$ cat config.mk
export PLATFORM = sky130hd
export DESIGN_NAME = tmr_channel
export DESIGN_NICKNAME = d
export VERILOG_FILES = /design/src/rtl/tmr_pkg.sv /design/src/rtl/tmr_load.sv /design/src/rtl/tmr_core.sv /design/src/rtl/tmr_rdbk.sv /design/src/rtl/tmr_channel.sv
export SDC_FILE = /design/constraint.sdc
export NUM_CORES = 1
export LEC_CHECK = 0
export BUFFER_PORTS_ARGS = -buffer_cell sky130_fd_sc_hd__buf_2
export CORE_MARGIN = 1.5
export CORE_UTILIZATION = 40
export CTS_BUF_LIST = sky130_fd_sc_hd__clkbuf_4 sky130_fd_sc_hd__clkbuf_8 sky130_fd_sc_hd__clkbuf_16
export DETAILED_ROUTE_END_ITERATION = 16
export PLACE_DENSITY = 0.58
export SYNTH_ARGS = -nofsm -noshare
export SYNTH_HDL_FRONTEND = slang
export SYNTH_SLANG_ARGS = --single-unit
$ cat constraint.sdc
create_clock -name clk -period 4.5 [get_ports clk]
set_clock_uncertainty 0.15 [all_clocks]
set_input_delay 0.45 -clock clk [delete_from_list [all_inputs] [get_ports clk]]
set_output_delay 0.45 -clock clk [all_outputs]
set_load 0.005 [all_outputs]
$ cat src/rtl/tmr_pkg.sv
package tmr_pkg;
    localparam int CNT_W  = 16;
    localparam int BYTE_W = 8;

    typedef enum logic [1:0] {
        MODE_ONESHOT = 2'b00,
        MODE_RATE    = 2'b01,
        MODE_STROBE  = 2'b10
    } mode_e;

    typedef enum logic [1:0] {
        FMT_LO   = 2'b01,
        FMT_HI   = 2'b10,
        FMT_LOHI = 2'b11
    } fmt_e;

    typedef struct packed {
        mode_e mode;
        fmt_e  fmt;
    } cfg_t;

    function automatic cfg_t decode_cfg(input logic [BYTE_W-1:0] b);
        cfg_t c;
        case (b[1:0])
            2'b01:   c.mode = MODE_RATE;
            2'b10:   c.mode = MODE_STROBE;
            default: c.mode = MODE_ONESHOT;
        endcase
        case (b[3:2])
            2'b01:   c.fmt = FMT_LO;
            2'b10:   c.fmt = FMT_HI;
            default: c.fmt = FMT_LOHI;
        endcase
        return c;
    endfunction

    function automatic logic idle_level(input mode_e m);
        return (m != MODE_ONESHOT);
    endfunction
endpackage

$ cat src/rtl/tmr_load.sv
module tmr_load
    import tmr_pkg::*;
#(
    parameter int CW = CNT_W,
    parameter int BW = BYTE_W
) (
    input  logic          clk,
    input  logic          rst,
    input  logic          wr_en,
    input  logic          wr_ctrl,
    input  logic [BW-1:0] wr_data,
    output cfg_t          cfg_q,
    output cfg_t          cfg_new,
    output logic          cfg_wr,
    output logic          latch_cmd,
    output logic          load_start,
    output logic          load_done,
    output logic [CW-1:0] reload_q
);
    localparam int HB = CW - BW;

    logic          byte_hi;
    logic [BW-1:0] lo_byte;
    logic          data_wr;

    assign cfg_new   = decode_cfg(wr_data);
    assign cfg_wr    = wr_en && wr_ctrl && !wr_data[BW-1];
    assign latch_cmd = wr_en && wr_ctrl &&  wr_data[BW-1];
    assign data_wr   = wr_en && !wr_ctrl;

    always_comb begin
        load_start = 1'b0;
        load_done  = 1'b0;
        if (data_wr) begin
            if (cfg_q.fmt == FMT_LOHI && !byte_hi) load_start = 1'b1;
            else                                   load_done  = 1'b1;
        end
    end

    always_ff @(posedge clk) begin
        if (rst) begin
            cfg_q    <= '{mode: MODE_ONESHOT, fmt: FMT_LOHI};
            byte_hi  <= 1'b0;
            lo_byte  <= '0;
            reload_q <= '0;
        end else if (cfg_wr) begin
            cfg_q   <= cfg_new;
            byte_hi <= 1'b0;
        end else if (data_wr) begin
            case (cfg_q.fmt)
                FMT_LO: reload_q <= {{HB{1'b0}}, wr_data};
                FMT_HI: reload_q <= {wr_data, {HB{1'b0}}};
                default: begin
                    if (!byte_hi) lo_byte  <= wr_data;
                    else          reload_q <= {wr_data, lo_byte};
                    byte_hi <= !byte_hi;
                end
            endcase
        end
    end
endmodule

$ cat src/rtl/tmr_core.sv
module tmr_core
    import tmr_pkg::*;
#(
    parameter int CW = CNT_W
) (
    input  logic          clk,
    input  logic          rst,
    input  logic          tick,
    input  mode_e         mode,
    input  mode_e         new_mode,
    input  logic          cfg_wr,
    input  logic          load_start,
    input  logic          load_done,
    input  logic [CW-1:0] reload,
    output logic [CW-1:0] cnt_q,
    output logic          out_q,
    output logic          valid_q
);
    logic run_q, pend_q, fired_q;

    always_ff @(posedge clk) begin
        if (rst) begin
            cnt_q   <= '0;
            run_q   <= 1'b0;
            pend_q  <= 1'b0;
            valid_q <= 1'b0;
            out_q   <= 1'b0;
            fired_q <= 1'b0;
        end else if (cfg_wr) begin
            run_q   <= 1'b0;
            pend_q  <= 1'b0;
            valid_q <= 1'b0;
            fired_q <= 1'b0;
            out_q   <= idle_level(new_mode);
        end else if (load_done) begin
            run_q   <= 1'b0;
            pend_q  <= 1'b1;
            valid_q <= 1'b0;
            if (mode == MODE_ONESHOT) out_q <= 1'b0;
        end else if (load_start) begin
            run_q <= 1'b0;
            if (mode == MODE_ONESHOT) out_q <= 1'b0;
        end else if (tick) begin
            if (pend_q) begin
                cnt_q   <= reload;
                run_q   <= 1'b1;
                pend_q  <= 1'b0;
                valid_q <= 1'b1;
                fired_q <= 1'b0;
            end else if (run_q) begin
                case (mode)
                    MODE_RATE: begin
                        if (cnt_q == CW'(1)) begin
                            cnt_q <= reload;
                            out_q <= 1'b1;
                        end else begin
                            cnt_q <= cnt_q - 1'b1;
                            out_q <= (cnt_q != CW'(2));
                        end
                    end
                    MODE_STROBE: begin
                        cnt_q <= cnt_q - 1'b1;
                        if (!fired_q && cnt_q == CW'(1)) begin
                            out_q   <= 1'b0;
                            fired_q <= 1'b1;
                        end else begin
                            out_q <= 1'b1;
                        end
                    end
                    default: begin
                        cnt_q <= cnt_q - 1'b1;
                        if (cnt_q == CW'(1)) out_q <= 1'b1;
                    end
                endcase
            end
        end
    end
endmodule

$ cat src/rtl/tmr_rdbk.sv
module tmr_rdbk
    import tmr_pkg::*;
#(
    parameter int CW = CNT_W,
    parameter int BW = BYTE_W
) (
    input  logic          clk,
    input  logic          rst,
    input  logic          cfg_wr,
    input  logic          latch_cmd,
    input  logic          rd_en,
    input  fmt_e          fmt,
    input  logic [CW-1:0] cnt,
    output logic [BW-1:0] rd_data
);
    logic [CW-1:0] hold_q;
    logic          held_q, rd_hi_q, pick_hi;
    logic [CW-1:0] src;

    assign src     = held_q ? hold_q : cnt;
    assign pick_hi = (fmt == FMT_HI) || (fmt == FMT_LOHI && rd_hi_q);
    assign rd_data = pick_hi ? src[CW-1 -: BW] : src[BW-1:0];

    always_ff @(posedge clk) begin
        if (rst) begin
            hold_q  <= '0;
            held_q  <= 1'b0;
            rd_hi_q <= 1'b0;
        end else if (cfg_wr) begin
            held_q  <= 1'b0;
            rd_hi_q <= 1'b0;
        end else begin
            if (latch_cmd && !held_q) begin
                hold_q <= cnt;
                held_q <= 1'b1;
            end
            if (rd_en) begin
                if (fmt == FMT_LOHI) rd_hi_q <= !rd_hi_q;
                if (fmt != FMT_LOHI || rd_hi_q) held_q <= 1'b0;
            end
        end
    end
endmodule

$ cat src/rtl/tmr_channel.sv
module tmr_channel
    import tmr_pkg::*;
#(
    parameter int CW = CNT_W,
    parameter int BW = BYTE_W
) (
    input  logic          clk,
    input  logic          rst,
    input  logic          wr_en,
    input  logic          wr_ctrl,
    input  logic [BW-1:0] wr_data,
    input  logic          rd_en,
    output logic [BW-1:0] rd_data,
    input  logic          tick,
    output logic          out_q,
    output logic          cnt_valid
);
    cfg_t          cfg_q, cfg_new;
    logic          cfg_wr, latch_cmd, load_start, load_done;
    logic [CW-1:0] reload, cnt;
    mode_e         cur_mode;

    assign cur_mode = cfg_q.mode;

    tmr_load #(.CW(CW), .BW(BW)) u_load (
        .clk(clk), .rst(rst), .wr_en(wr_en), .wr_ctrl(wr_ctrl), .wr_data(wr_data),
        .cfg_q(cfg_q), .cfg_new(cfg_new), .cfg_wr(cfg_wr), .latch_cmd(latch_cmd),
        .load_start(load_start), .load_done(load_done), .reload_q(reload)
    );

    tmr_core #(.CW(CW)) u_core (
        .clk(clk), .rst(rst), .tick(tick), .mode(cfg_q.mode), .new_mode(cfg_new.mode),
        .cfg_wr(cfg_wr), .load_start(load_start), .load_done(load_done),
        .reload(reload), .cnt_q(cnt), .out_q(out_q), .valid_q(cnt_valid)
    );

    tmr_rdbk #(.CW(CW), .BW(BW)) u_rdbk (
        .clk(clk), .rst(rst), .cfg_wr(cfg_wr), .latch_cmd(latch_cmd), .rd_en(rd_en),
        .fmt(cfg_q.fmt), .cnt(cnt), .rd_data(rd_data)
    );
endmodule

==> metrics.txt, run 1 <==
number of setup violations in the final report=0; Port Buffers=23; max_cap viols=0; Setup crit start=u_load.cfg_q[0]$_SDFFE_PP1P_; post-route ant nets=0; Synth Warn #=0; Crit Path Class=reg -> out; Final GP Congestion=0.871; sequential area share after synthesis=38.2%; DR vias/cell=5.75; post-cts gate resize count=0; Distinct cells, synth=53; WP buf/inv=2; Slew Limit Fails=0; Final min period=2.90 ns; die area=9480 sq um; dpl cells=535; via count of the first global-routing pass=3127; critical register-to-register path startpoint=u_core.cnt_q[4]$_SDFFE_PP0P_; Rel. slew slack=21.6%; Antenna Cells=0; CP endpoint=rd_data[5]; outcome=completed; VDD IR-drop max=0.000171 V; Final Non-Filler Cells=551; worst slew pin tran=1.17 ns; grt total ovfl=0; DR WL/cell=16.3 um; hold_buf cts=0; number of DRC markers in iteration 0=204; Initial Util=41.0%; most frequent cell after synthesis=nand2_1; routed via count=3170; largest cells by area after synthesis=dfxtp_1, nand2_1, a21oi_1; WP data arrival=2.30 ns; Worst-Skew Late Latency=0.34 ns; Mapped Cells=432; CTS Buf Count=9; RSZ-0062 raised after global routing=no; Synth top cells by count=nand2_1, dfxtp_1, a21oi_1; reg2reg end=u_core.cnt_q[15]$_SDFFE_PP0P_; Area growth, synth to finish=9.80%; leakage power=1.45 nW; row count=34; drt drc=0; Max Freq=345 MHz; final period utilization=64.3%; CP cell instances=inv_1 -> ha_1 -> a21oi_2 -> mux4_2 -> buf_2; Final Hold Fails=0; CTS tree=built; Syn Nets=457; FF-to-FF path depth=6; Synth top area share=38.2%; Crit. End Element=output port; largest net degree at the start of global routing=61; Post-synth top flop=dfxtp_1; #FFs+latches synth=68; Syn Area/Cell=8.25 sq um; First-pass DRT Iterations=4; global-route wire length before repair=15500 um; detailed placer's ending HPWL=6350 um; Net count, final=463; Pwr Density=338 nW/um^2; final wirelength=8970 um; CTS Buffer Depth=2; number of synthesized flops with an enable pin=0; Core ar.=8680 sq um; Tot GR Track Use=20.2%; # Post-CTS Setup Buffers=0; TNS Setup=0 ns; die width=97.4 um; post-route design area=3910 sq um; Slowest-stage cell, CP=mux4_2; placement-stage cell area=3690 sq um; Reg clk slew, reported paths=0.07 ns; worst hold path class=in -> reg; initial antenna violation count=0; CP top delay family=multiplexers; CTS root buffer=clkbuf_8; post-synthesis cell area=3560 sq um; asr flop ratio synth=0%; power consumption=1.32 mW; CP max FO=8; dominant cell type by area after synthesis=dfxtp_1; clk sinks=68; post-layout util=45.1%; Worst setup SP type=flip-flop; CP Depth=5; H-tree level count=3; CP Data Required Time=3.90 ns; R2R Setup Slk=1.73 ns; share of cells above drive strength 1=14.2%; die height=97.4 um; delay of the slowest cell on the worst path=0.59 ns; I/O Pins=24
logic make-up (layout without fill, tap and decap cells):
| logic type | Yosys count | after routing | synth area share [%] |
|---|---|---|---|
| AND/OR/NAND/NOR | 183 | 183 | 27.2 |
| adder cells (fa/ha/maj) | 11 | 11 | 3.86 |
| AO/OA/AOI/OAI | 109 | 109 | 19.1 |
| buffers and inverters | 52 | 63 | 6.32 |
| XOR/XNOR | 1 | 1 | 0.246 |
| multiplexers | 8 | 8 | 5.06 |
| flip-flops | 68 | 68 | 38.2 |
layout make-up:
type,instances,area [sq um]
clock buffer,10,131
tap,108,135
multi-input combinational,312,1980
fill,918,4770
sequential,68,1360
timing repair buffer,27,145
clock inverter,6,87.6
inverter,20,75.1
worst min-delay path by stage:
stage                                    startpoint                              end  slack [ns]  cells past startpoint
floorplan           u_load.reload_q[8]$_SDFFE_PP0P_  u_load.reload_q[8]$_SDFFE_PP0P_        0.28                      2
global placement      u_rdbk.hold_q[8]$_SDFFE_PP0P_    u_rdbk.hold_q[8]$_SDFFE_PP0P_        0.29                      2
detailed placement    u_rdbk.hold_q[8]$_SDFFE_PP0P_    u_rdbk.hold_q[8]$_SDFFE_PP0P_        0.29                      2
CTS                                           rd_en         u_rdbk.held_q$_SDFF_PP0_        0.14                      2
global route                                  rd_en         u_rdbk.held_q$_SDFF_PP0_        0.15                      2
finish                                        rd_en         u_rdbk.held_q$_SDFF_PP0_        0.15                      2
where the power goes:
part / leakage [nW] / internal, mW / switching (mW)
clock: 0.114 / 0.319 / 0.237
combinational: 0.789 / 0.0504 / 0.0827
sequential: 0.550 / 0.616 / 0.0161
sequential cells by signal (all words and copies together) (netlist names):
name and flops:
u_core.cnt_q 16, u_core.fired_q 1, u_core.out_q 1, u_core.pend_q 1
u_core.run_q 1, u_core.valid_q 1, u_load.byte_hi 1, u_load.cfg_q 4
u_load.lo_byte 8, u_load.reload_q 16, u_rdbk.held_q 1, u_rdbk.hold_q 16
u_rdbk.rd_hi_q 1
metal layers:
layer	up-vias	global-route usage [%]	wire length, um
li1	1586	-	-
met1	1484	27.1	4170
met2	89	32.0	4120
met3	11	3.45	565
met4	0	8.35	112
met5	-	0	0
layout by cell type, fill, tap and decap left out, types with 5 or more instances in the layout:
cell type  synthesis  routed
inv_1             20      20
nor2_1            23      23
buf_2              3      23
and3_1             9       9
clkbuf_8           0       9
nand2_1           71      71
nor3_1            22      22
o32ai_1            5       5
ha_1              11      11
mux4_2             8       8
o21ai_0            9       9
a211oi_1          12      12
nor4_2             5       5
nand3_1           15      15
o21ai_1            7       7
nand4_1            6       6
dfxtp_1           68      68
a21oi_1           50      50
stage by stage:
step / setup slack, ns / hold slack, ns
after floorplan: 2.32 / 0.278
after global placement: 1.73 / 0.290
after detailed placement: 1.75 / 0.294
after CTS: 1.51 / 0.137
after global routing: 1.40 / 0.148
final: 1.60 / 0.152
Power figures use the tool's default switching activity.
==> run 2: changes to the inputs <==
ABC_AREA = 1   (was default)
clock period = 2.7 ns   (was 4.5 ns; I/O delays follow)
==> metrics.txt, run 2 <==
R2R Setup Slk=0.48 ns; die height=97.9 um; Final Hold Fails=0; Hold Slack=0.0696 ns; WP data arrival=2.30 ns; RSZ-0062 raised after global routing=no; TNS Setup=0 ns; outcome=completed; Max Freq=450 MHz; number of synthesized flops with an enable pin=0; most common cell after layout, fill and taps aside=nand2_1; routed via count=3301; Syn Area/Cell=6.93 sq um; CTS Buf Count=9; Area growth, synth to finish=10.4%; CP top delay family=buffers and inverters; CTS root buffer=clkbuf_8; Compound-Gate Fraction of Synth Area=22.0%; asr flop ratio synth=0%; Antenna Cells=0; mux cell area share after synthesis=0%; Initial Util=41.3%; CTS Buffer Depth=2; drt drc=0; multi-input logic area=1880 sq um; initial antenna violation count=0; post-layout util=45.6%; Rel. slew slack=69.3%; worst slew pin tran=0.461 ns; #FFs+latches synth=68; share of cells above drive strength 1=12.2%; Synth top area share=37.8%; CP Data Required Time=2.78 ns; die area=9590 sq um; Distinct cells, synth=32; Synth Warn #=0; DR WL/cell=13.7 um; delay of the slowest cell on the worst path=0.48 ns; row count=34; dpl cells=633; Slew Limit Fails=0; global-route wire length before repair=15200 um; number of setup violations in the final report=0; WP buf/inv=3; clk sinks=68; Slowest-stage cell, CP=ha_1; register area=1360 sq um; Worst setup SP type=flip-flop; leakage power=1.77 nW; grt total ovfl=0; VDD IR-drop max=0.000245 V; Synth top cells by count=nand2_1, dfxtp_1, a21oi_1; final wirelength=8910 um; Final GP Congestion=0.892; via count of the first global-routing pass=3126; Pwr Density=550 nW/um^2; number of DRC markers in iteration 0=234; die width=97.9 um; Syn Nets=545; largest net degree at the start of global routing=33; dominant cell type by area after synthesis=dfxtp_1; Synth Area in XOR/XNOR=0.972%; DR vias/cell=5.09; Final Non-Filler Cells=649; H-tree level count=3; detailed placer's ending HPWL=6490 um; largest registers=u_core.cnt_q x16, u_load.reload_q x16, u_rdbk.hold_q x16; CTS tree=built; Net count, final=562; First-pass DRT Iterations=4; CP cell instances=inv_1 -> ha_1 -> inv_2 -> nor2_2 -> nor2_2 -> inv_2 -> a21oi_1 -> a221oi_1; most frequent cell after synthesis=nand2_1; largest cells by area after synthesis=dfxtp_1, nand2_1, a21oi_1; # Post-CTS Setup Buffers=0; max_cap viols=0; Post-synth top flop=dfxtp_1; final period utilization=82.3%; post-route ant nets=0; Fill cells=908; post-synthesis cell area=3610 sq um; CP max FO=29; Crit Path Class=reg -> reg; Worst-Skew Late Latency=0.33 ns; Final min period=2.22 ns; sequential area share after synthesis=37.8%; commonest non-fill, non-tap cells in the layout=nand2_1, dfxtp_1, a21oi_1; adder-cell share of the synthesized area=3.82%; Port Buffers=23; simple-gate portion of the synthesized area=25.3%; worst hold path class=in -> reg; Crit. End Element=flip-flop; Reg clk slew, reported paths=0.07 ns; Core ar.=8720 sq um; I/O Pins=24; Mapped Cells=520; largest family of logic cells by synthesized area=simple AND/OR/NAND/NOR gates; Tot GR Track Use=19.5%
-- run 2: final cells by class --
type | count | share of cell area, %
clock buffer | 13 | 4.02
clock inverter | 2 | 0.880
inverter | 62 | 5.85
multi-input combinational | 365 | 47.2
sequential | 68 | 34.2
tap | 108 | 3.40
timing repair buffer | 31 | 4.46
-- run 2: cells by family after synthesis --
kind of cell / after synthesis
XOR/XNOR: 4
AO/OA/AOI/OAI: 145
adder cells (fa/ha/maj): 11
flip-flops: 68
AND/OR/NAND/NOR: 205
buffers and inverters: 87
-- run 2: tightest hold or removal path, stage by stage --
cell and delay (ns):
buf_2 0.11, nor2_1 0.05, nor2_1 0.08
-- run 2: through the flow --
step                power [mW]  instance area, sq um  setup WS [ns]
global placement          1.36                  3770          0.620
CTS                       2.22                  3980          0.503
detailed placement        1.37                  3770          0.530
floorplan                 1.28                  3610          0.839
global route              2.30                  3980          0.286
finish                    2.19                  3980          0.478
-- run 2: layer usage --
| layer | track usage, % | routed length (um) | up-vias |
|---|---|---|---|
| met5 | 0 | 0 | - |
| met4 | 8.90 | 243 | 0 |
| met3 | 2.86 | 343 | 17 |
| met2 | 29.1 | 3710 | 72 |
| met1 | 27.7 | 4610 | 1460 |
| li1 | - | - | 1752 |
-- run 2: power breakdown --
| part | internal (mW) | switching (mW) | leakage [nW] |
|---|---|---|---|
| logic | 0.0987 | 0.180 | 1.11 |
| registers | 1.04 | 0.0233 | 0.553 |
| clock network | 0.477 | 0.368 | 0.104 |
-- run 2: timing repair --
action                                 4_1_cts  5_1_grt
hold buffers                                 1        0
resized for setup                            0        0
endpoints found under the hold margin        1        0
setup endpoints to repair                    0        0
-- run 2: path summary, 6_finish.rpt --
check	from	end	cells after the start
max reg2reg	u_load.cfg_q[0]$_SDFFE_PP1P_	u_load.reload_q[5]$_SDFFE_PP0P_	8
max	u_load.cfg_q[0]$_SDFFE_PP1P_	u_load.reload_q[5]$_SDFFE_PP0P_	8
min reg2reg	u_load.reload_q[10]$_SDFFE_PP0P_	u_load.reload_q[10]$_SDFFE_PP0P_	2
min	wr_data[5]	u_load.lo_byte[5]$_SDFFE_PP0P_	3
